===== src/rtl/clksrc_pkg.sv =====
`timescale 1ns/1ps
package clksrc_pkg;

  typedef enum logic [1:0] {
    SRC_MAIN = 2'b00,
    SRC_PLL  = 2'b01,
    SRC_LSO  = 2'b10
  } src_e;

  localparam int unsigned CFG_W = 13;

  // configuration word bit positions
  localparam int unsigned B_LSO_OFF = 0;
  localparam int unsigned B_PLL_EN  = 1;
  localparam int unsigned B_DIV_LO  = 2;
  localparam int unsigned B_MUL_LO  = 4;
  localparam int unsigned B_SRC_LO  = 7;
  localparam int unsigned B_DIV8    = 9;
  localparam int unsigned B_DET_EN  = 10;
  localparam int unsigned B_IRQ_MD  = 11;
  localparam int unsigned B_CLR     = 12;

  typedef struct packed {
    logic       lso_off;
    logic       pll_en;
    logic [1:0] div;
    logic [2:0] mul;
    src_e       src;
    logic       ls_div8;
    logic       det_en;
    logic       irq_mode;
  } cfg_t;

  function automatic logic div_code_ok(input logic [1:0] c);
    return c != 2'b11;
  endfunction

  function automatic logic mul_code_ok(input logic [2:0] c);
    return (c != 3'b000) && (c <= 3'b100);
  endfunction

  function automatic logic src_code_ok(input logic [1:0] c);
    return c != 2'b11;
  endfunction

endpackage


===== src/rtl/clksrc_settle.sv =====
`timescale 1ns/1ps
module clksrc_settle #(
  parameter int unsigned CYCLES = 16
) (
  input  logic clk,
  input  logic rst_n,
  input  logic en,
  output logic done
);
  generate
    if (CYCLES == 0) begin : g_none
      assign done = en;
    end else begin : g_count
      localparam int unsigned CW = $clog2(CYCLES + 1);
      localparam logic [CW-1:0] LIMIT = CW'(CYCLES);
      logic [CW-1:0] cnt;

      always_ff @(posedge clk) begin
        if (!rst_n)           cnt <= '0;
        else if (!en)         cnt <= '0;
        else if (cnt != LIMIT) cnt <= cnt + CW'(1);
      end

      assign done = en && (cnt == LIMIT);
    end
  endgenerate
endmodule


===== src/rtl/clksrc_lsdiv.sv =====
`timescale 1ns/1ps
module clksrc_lsdiv #(
  parameter int unsigned DIV = 8
) (
  input  logic clk,
  input  logic rst_n,
  input  logic tick_in,
  input  logic active,
  input  logic div_on,
  output logic tick_out
);
  generate
    if (DIV <= 1) begin : g_pass
      always_ff @(posedge clk) begin
        if (!rst_n) tick_out <= 1'b0;
        else        tick_out <= active & tick_in & (div_on | ~div_on);
      end
    end else begin : g_div
      localparam int unsigned PW = $clog2(DIV);
      localparam logic [PW-1:0] LAST = PW'(DIV - 1);
      logic [PW-1:0] phase;
      logic          wrap;

      assign wrap = (phase == LAST);

      always_ff @(posedge clk) begin
        if (!rst_n)       phase <= '0;
        else if (tick_in) phase <= wrap ? '0 : phase + PW'(1);
      end

      always_ff @(posedge clk) begin
        if (!rst_n) tick_out <= 1'b0;
        else        tick_out <= active & tick_in & (div_on ? wrap : 1'b1);
      end
    end
  endgenerate
endmodule


===== src/rtl/clksrc_cfg.sv =====
`timescale 1ns/1ps
module clksrc_cfg
  import clksrc_pkg::*;
(
  input  logic             clk,
  input  logic             rst_n,
  input  logic             wr_en,
  input  logic [CFG_W-1:0] wr_data,
  input  logic             fail_evt,
  input  src_e             eff_src,
  input  logic             pll_locked,
  output cfg_t             cfg,
  output logic             fail_flag
);
  cfg_t nxt;
  logic flag_nxt;
  logic [1:0] wr_div;
  logic [2:0] wr_mul;
  logic [1:0] wr_src;

  assign wr_div = wr_data[B_DIV_LO +: 2];
  assign wr_mul = wr_data[B_MUL_LO +: 3];
  assign wr_src = wr_data[B_SRC_LO +: 2];

  always_comb begin
    nxt = cfg;
    if (wr_en) begin
      nxt.lso_off  = wr_data[B_LSO_OFF];
      nxt.ls_div8  = wr_data[B_DIV8];
      nxt.det_en   = wr_data[B_DET_EN];
      nxt.irq_mode = wr_data[B_IRQ_MD];
      if (div_code_ok(wr_div)) nxt.div = wr_div;
      if (mul_code_ok(wr_mul)) nxt.mul = wr_mul;
      // a PLL request is dropped unless the lock wait has completed
      if (src_code_ok(wr_src) && (src_e'(wr_src) != SRC_PLL || pll_locked))
        nxt.src = src_e'(wr_src);
      // PLL may not be switched off under a running or pending PLL source
      if (wr_data[B_PLL_EN] || !(nxt.src == SRC_PLL || eff_src == SRC_PLL))
        nxt.pll_en = wr_data[B_PLL_EN];
    end
    if (fail_evt) nxt.src = SRC_LSO;
    if (nxt.src == SRC_LSO || eff_src == SRC_LSO) nxt.lso_off = 1'b0;
  end

  always_comb begin
    flag_nxt = fail_flag;
    if (wr_en && wr_data[B_CLR]) flag_nxt = 1'b0;
    if (fail_evt)                flag_nxt = 1'b1;
  end

  always_ff @(posedge clk) begin
    if (!rst_n) begin
      cfg.lso_off  <= 1'b0;
      cfg.pll_en   <= 1'b0;
      cfg.div      <= 2'b00;
      cfg.mul      <= 3'b010;
      cfg.src      <= SRC_LSO;
      cfg.ls_div8  <= 1'b1;
      cfg.det_en   <= 1'b0;
      cfg.irq_mode <= 1'b0;
      fail_flag    <= 1'b0;
    end else begin
      cfg       <= nxt;
      fail_flag <= flag_nxt;
    end
  end
endmodule


===== src/rtl/clksrc_ctrl.sv =====
`timescale 1ns/1ps
module clksrc_ctrl
  import clksrc_pkg::*;
#(
  parameter int unsigned SETTLE_CYC = 16,
  parameter int unsigned LOCK_CYC   = 24,
  parameter int unsigned LS_DIV     = 8
) (
  input  logic        clk,
  input  logic        rst_n,
  input  logic        cfg_we,
  input  logic [12:0] cfg_wdata,
  input  logic        main_osc_stop,
  input  logic        lso_tick,
  output logic        lso_en,
  output logic        pll_en,
  output logic [1:0]  pll_div,
  output logic [2:0]  pll_mul,
  output logic [1:0]  clk_sel,
  output logic        lso_ready,
  output logic        pll_locked,
  output logic        cpu_ls_tick,
  output logic        fail_flag,
  output logic        fail_irq
);
  cfg_t cfg;
  src_e eff_src;
  logic stop_q;
  logic fail_evt;

  // failover fires on the rising edge of the stop indication when fully armed
  assign fail_evt = cfg.det_en & cfg.irq_mode & main_osc_stop & ~stop_q;

  clksrc_cfg u_cfg (
    .clk        (clk),
    .rst_n      (rst_n),
    .wr_en      (cfg_we),
    .wr_data    (cfg_wdata),
    .fail_evt   (fail_evt),
    .eff_src    (eff_src),
    .pll_locked (pll_locked),
    .cfg        (cfg),
    .fail_flag  (fail_flag)
  );

  clksrc_settle #(.CYCLES(SETTLE_CYC)) u_lso_settle (
    .clk   (clk),
    .rst_n (rst_n),
    .en    (lso_en),
    .done  (lso_ready)
  );

  clksrc_settle #(.CYCLES(LOCK_CYC)) u_pll_lock (
    .clk   (clk),
    .rst_n (rst_n),
    .en    (pll_en),
    .done  (pll_locked)
  );

  clksrc_lsdiv #(.DIV(LS_DIV)) u_lsdiv (
    .clk      (clk),
    .rst_n    (rst_n),
    .tick_in  (lso_tick),
    .active   (eff_src == SRC_LSO),
    .div_on   (cfg.ls_div8),
    .tick_out (cpu_ls_tick)
  );

  always_ff @(posedge clk) begin
    if (!rst_n) begin
      stop_q   <= 1'b0;
      fail_irq <= 1'b0;
    end else begin
      stop_q   <= main_osc_stop;
      fail_irq <= fail_evt;
    end
  end

  // the active source follows the request once the target clock is usable
  always_ff @(posedge clk) begin
    if (!rst_n) begin
      eff_src <= SRC_LSO;
    end else if (cfg.src != eff_src) begin
      case (cfg.src)
        SRC_LSO:  if (lso_ready)  eff_src <= SRC_LSO;
        SRC_PLL:  if (pll_locked) eff_src <= SRC_PLL;
        SRC_MAIN: eff_src <= SRC_MAIN;
        default:  eff_src <= eff_src;
      endcase
    end
  end

  assign lso_en  = ~cfg.lso_off;
  assign pll_en  = cfg.pll_en;
  assign pll_div = cfg.div;
  assign pll_mul = cfg.mul;
  assign clk_sel = eff_src;
endmodule


===== config.mk =====
export PLATFORM = sky130hd
export DESIGN_NAME = clksrc_ctrl
export DESIGN_NICKNAME = d
export VERILOG_FILES = /design/src/rtl/clksrc_pkg.sv /design/src/rtl/clksrc_settle.sv /design/src/rtl/clksrc_lsdiv.sv /design/src/rtl/clksrc_cfg.sv /design/src/rtl/clksrc_ctrl.sv
export SDC_FILE = /design/constraint.sdc
export NUM_CORES = 1
export LEC_CHECK = 0
export BUFFER_PORTS_ARGS = -buffer_cell sky130_fd_sc_hd__buf_2
export CAP_MARGIN = 5
export CORE_MARGIN = 2
export CORE_UTILIZATION = 25
export DETAILED_ROUTE_END_ITERATION = 16
export GPL_ROUTABILITY_DRIVEN = 0
export GPL_TIMING_DRIVEN = 0
export PLACE_DENSITY = 0.41
export SYNTH_ARGS = -nofsm -noshare
export SYNTH_HDL_FRONTEND = slang
export SYNTH_SLANG_ARGS = --single-unit

===== constraint.sdc =====
create_clock -name clk -period 2.9 [get_ports clk]
set_input_delay 0.29 -clock clk [delete_from_list [all_inputs] [get_ports clk]]
set_output_delay 0.29 -clock clk [all_outputs]
set_load 0.01 [all_outputs]

==> results by group <==
Status
  – Outcome: finished, final reports clean

Layout
  – Area grow syn2layout: 22.9%
  – Commonest non-fill, non-tap cells in the layout: buf_2, dfxtp_1, nor2_1
  – Ant diodes: 0
  – Total Nets Final: 215
  – Layout cells sized above 1: 0.271
  – Final cell count without fillers: 264
  – Multi-input logic area: 687 µm²
  – Number of fill cells: 617
  – Register area: 621 µm²

Logic synthesis
  – Synth Register Bits: 31
  – Sequential area share after synthesis: 0.439
  – Synth Net Count: 178
  – Cell count after synthesis: 154
  – Mapped cell area: 0.00141 mm²
  – Synthesized area per cell: 9.18 µm²
  – Prevailing post-synth register cell: dfxtp_1
  – Post-synth EDFFs: 0
  – Share of synthesized registers carrying an async set or reset: 0
  – Post-synth cell types: 35
  – Warnings from Yosys: 0

Route
  – ANT nets after route: 0
  – Average wire per standard cell: 11.5 µm
  – DRC: 0
  – DRT iter0 DRCs: 27
  – Vias: 1,153
  – First drt pass iteration count: 4
  – WL final: 3030 µm
  – Vias per cell: 4.37

STA
  – Slew Limit Fails: 0
  – Final Hold Fails: 0
  – Slew @ Worst Pin: 0.480 ns
  – Fmax: 0.555 GHz
  – Minimum clock period: 1.80 ns
  – Relative slew slack: 0.680
  – Setup Total Neg Slack: 0 ns
  – Worst Skew: 0.00581 ns
  – Period utilisation layout: 0.622
  – RSZ-0062 raised after global routing: false
  – Setup violations, final: 0

Power and ir drop
  – Cell area power density: 498 mW/mm²
  – Lkg Pwr: 0.000776 µW
  – VDD IR-drop max: 0.255 mV

GRT
  – Vias in the first global route: 1,141
  – Largest net degree at the start of global routing: 11
  – Total GRT Usage: 0.102
  – Grt ovf: 0
  – Initial antenna violation count: 0
  – Global-route wire length before repair: 4940 µm

Critical path
  – WP buf/inv: 4
  – Worst setup SP type: flip-flop
  – Data arrival time of the critical path: 1.51 ns
  – Critical Path Fanout Max: 5
  – Delay-heaviest family, CP: buffers and inverters
  – Most frequent CP cell: inv_1
  – CP Class: reg -> out
  – Critical path's largest stage delay: 0.35 ns
  – Worst reg2reg setup slack: 1.43 ns
  – Worst path cell trace: inv_1, ha_1, and4b_1, buf_6, nand2_4, inv_1, buf_2
  – Crit path capture type: output pin
  – Crit-path slowest cell: dfxtp_1
  – Critical path data required time: 2.61 ns

Placement
  – Port Buffer Count: 30
  – Placed Cells: 256
  – DP HPWL: 2320 µm

Clock tree
  – Num CTS Buffers: 5
  – Worst-Skew Late Latency: 0.28 ns
  – Clock buffer depth: 2
  – Post-CTS Setup Bufs: 0
  – H-Tree Depth: 2
  – Hold_buf cts: 0
  – Worst-path clk slew: 0.06 ns
  – Root buffer cell: clkbuf_8
  – CTS sink cnt: 31
  – CTS tree: done
  – PostCTS Resize Cnt: 0

Floorplan
  – I/O pins: 32
  – Die width: 79.2 µm
  – Die H: 79.2 µm
  – Die Area: 0.00627 mm²
  – Initial Util: 0.258
  – Row Count: 27
  – Placeable Area: 0.00547 mm²

Hold path
  – Min-delay worst type: in -> reg

Job
  – Max-cap violations: 0
## sequential cells by signal, indices dropped and copies added (netlist names)
name	count
u_lsdiv.g_div.phase	3
stop_q	1
u_cfg.fail_flag	1
fail_irq	1
u_cfg.cfg	12
clk_sel	2
u_lsdiv.tick_out	1
u_lso_settle.g_count.cnt	5
u_pll_lock.g_count.cnt	5
## per-stage QoR
| stage | total power (µW) | worst slack [ns] | util | hold slack (ns) | area [µm²] |
|---|---|---|---|---|---|
| after floorplan | 519 | 1.54 | - | 0.412 | 1410 |
| after global placement | 551 | 1.41 | 0.302 | 0.448 | 1650 |
| after detailed placement | 555 | 1.38 | 0.302 | 0.453 | 1650 |
| after CTS | 887 | 1.07 | 0.318 | 0.215 | 1740 |
| after global routing | 917 | 1.01 | 0.318 | 0.216 | 1740 |
| final | 866 | 1.10 | 0.318 | 0.226 | 1740 |
## cell type report
type / count / area share
plain buffers: 9 / 0.0396
clock inverters: 3 / 0.00864
multi-input cells: 104 / 0.395
flip-flops and latches: 31 / 0.357
clock buffers: 5 / 0.0396
well taps: 72 / 0.0518
repair buffers: 30 / 0.0864
inverters: 10 / 0.0216
## cells by family (layout without fill, tap and decap cells)
kind of cell    after synthesis  after routing  share of synthesized area
simple gates                 56             56                      0.211
flops                        31             31                      0.439
compound gates               24             24                      0.104
buf+inv                      19             57                     0.0752
xor+xnor                     10             10                     0.0619
mux                           8              8                     0.0566
fa+ha+maj                     6              6                     0.0531
## final timing paths
path              cells past startpoint                              startpoint                           end
hold reg to reg                       2            u_cfg.fail_flag$_SDFFE_PN0P_  u_cfg.fail_flag$_SDFFE_PN0P_
setup reg to reg                      6  u_pll_lock.g_count.cnt[0]$_SDFFE_PN0P_    u_cfg.cfg[10]$_SDFFE_PN0P_
hold / removal                        2                                   rst_n     u_cfg.cfg[2]$_SDFFE_PN1P_
setup / recovery                      7  u_pll_lock.g_count.cnt[0]$_SDFFE_PN0P_                    pll_locked
## synthesized netlist by cell type, types with 2 or more instances
cell type | number | area share
nor3_1 | 4 | 0.014
nor2_1 | 18 | 0.048
nand2_1 | 9 | 0.024
xnor2_1 | 6 | 0.037
ha_1 | 6 | 0.053
a21oi_1 | 7 | 0.025
inv_1 | 10 | 0.027
mux2i_1 | 8 | 0.057
buf_4 | 5 | 0.027
nor2b_1 | 4 | 0.018
and2_1 | 3 | 0.013
xor2_1 | 4 | 0.025
dfxtp_1 | 31 | 0.44
o21ai_0 | 10 | 0.035
nand3_1 | 8 | 0.028
buf_6 | 2 | 0.016
## worst register-to-register path: stages (launching register included)
cell      delay (ns)
dfxtp_1         0.35
inv_1           0.08
ha_1            0.19
and4b_1         0.19
buf_6           0.13
a221oi_1        0.28
o21ai_0         0.12
## power breakdown
group	internal (µW)	leakage, µW	switching [µW]
combinational	43.3	0.000475	44.8
sequential	443	0.000253	12.3
clock	164	0.0000477	159
total	650	0.000776	216
## layer usage
metal | GRT usage | wire, µm | vias to the layer above
li1 | - | - | 593
met1 | 0.114 | 1370 | 534
met2 | 0.174 | 1460 | 20
met3 | 0.0341 | 144 | 6
met4 | 0.0500 | 48 | 0
met5 | 0 | 0 | -
(Power assumes the default switching activity.)
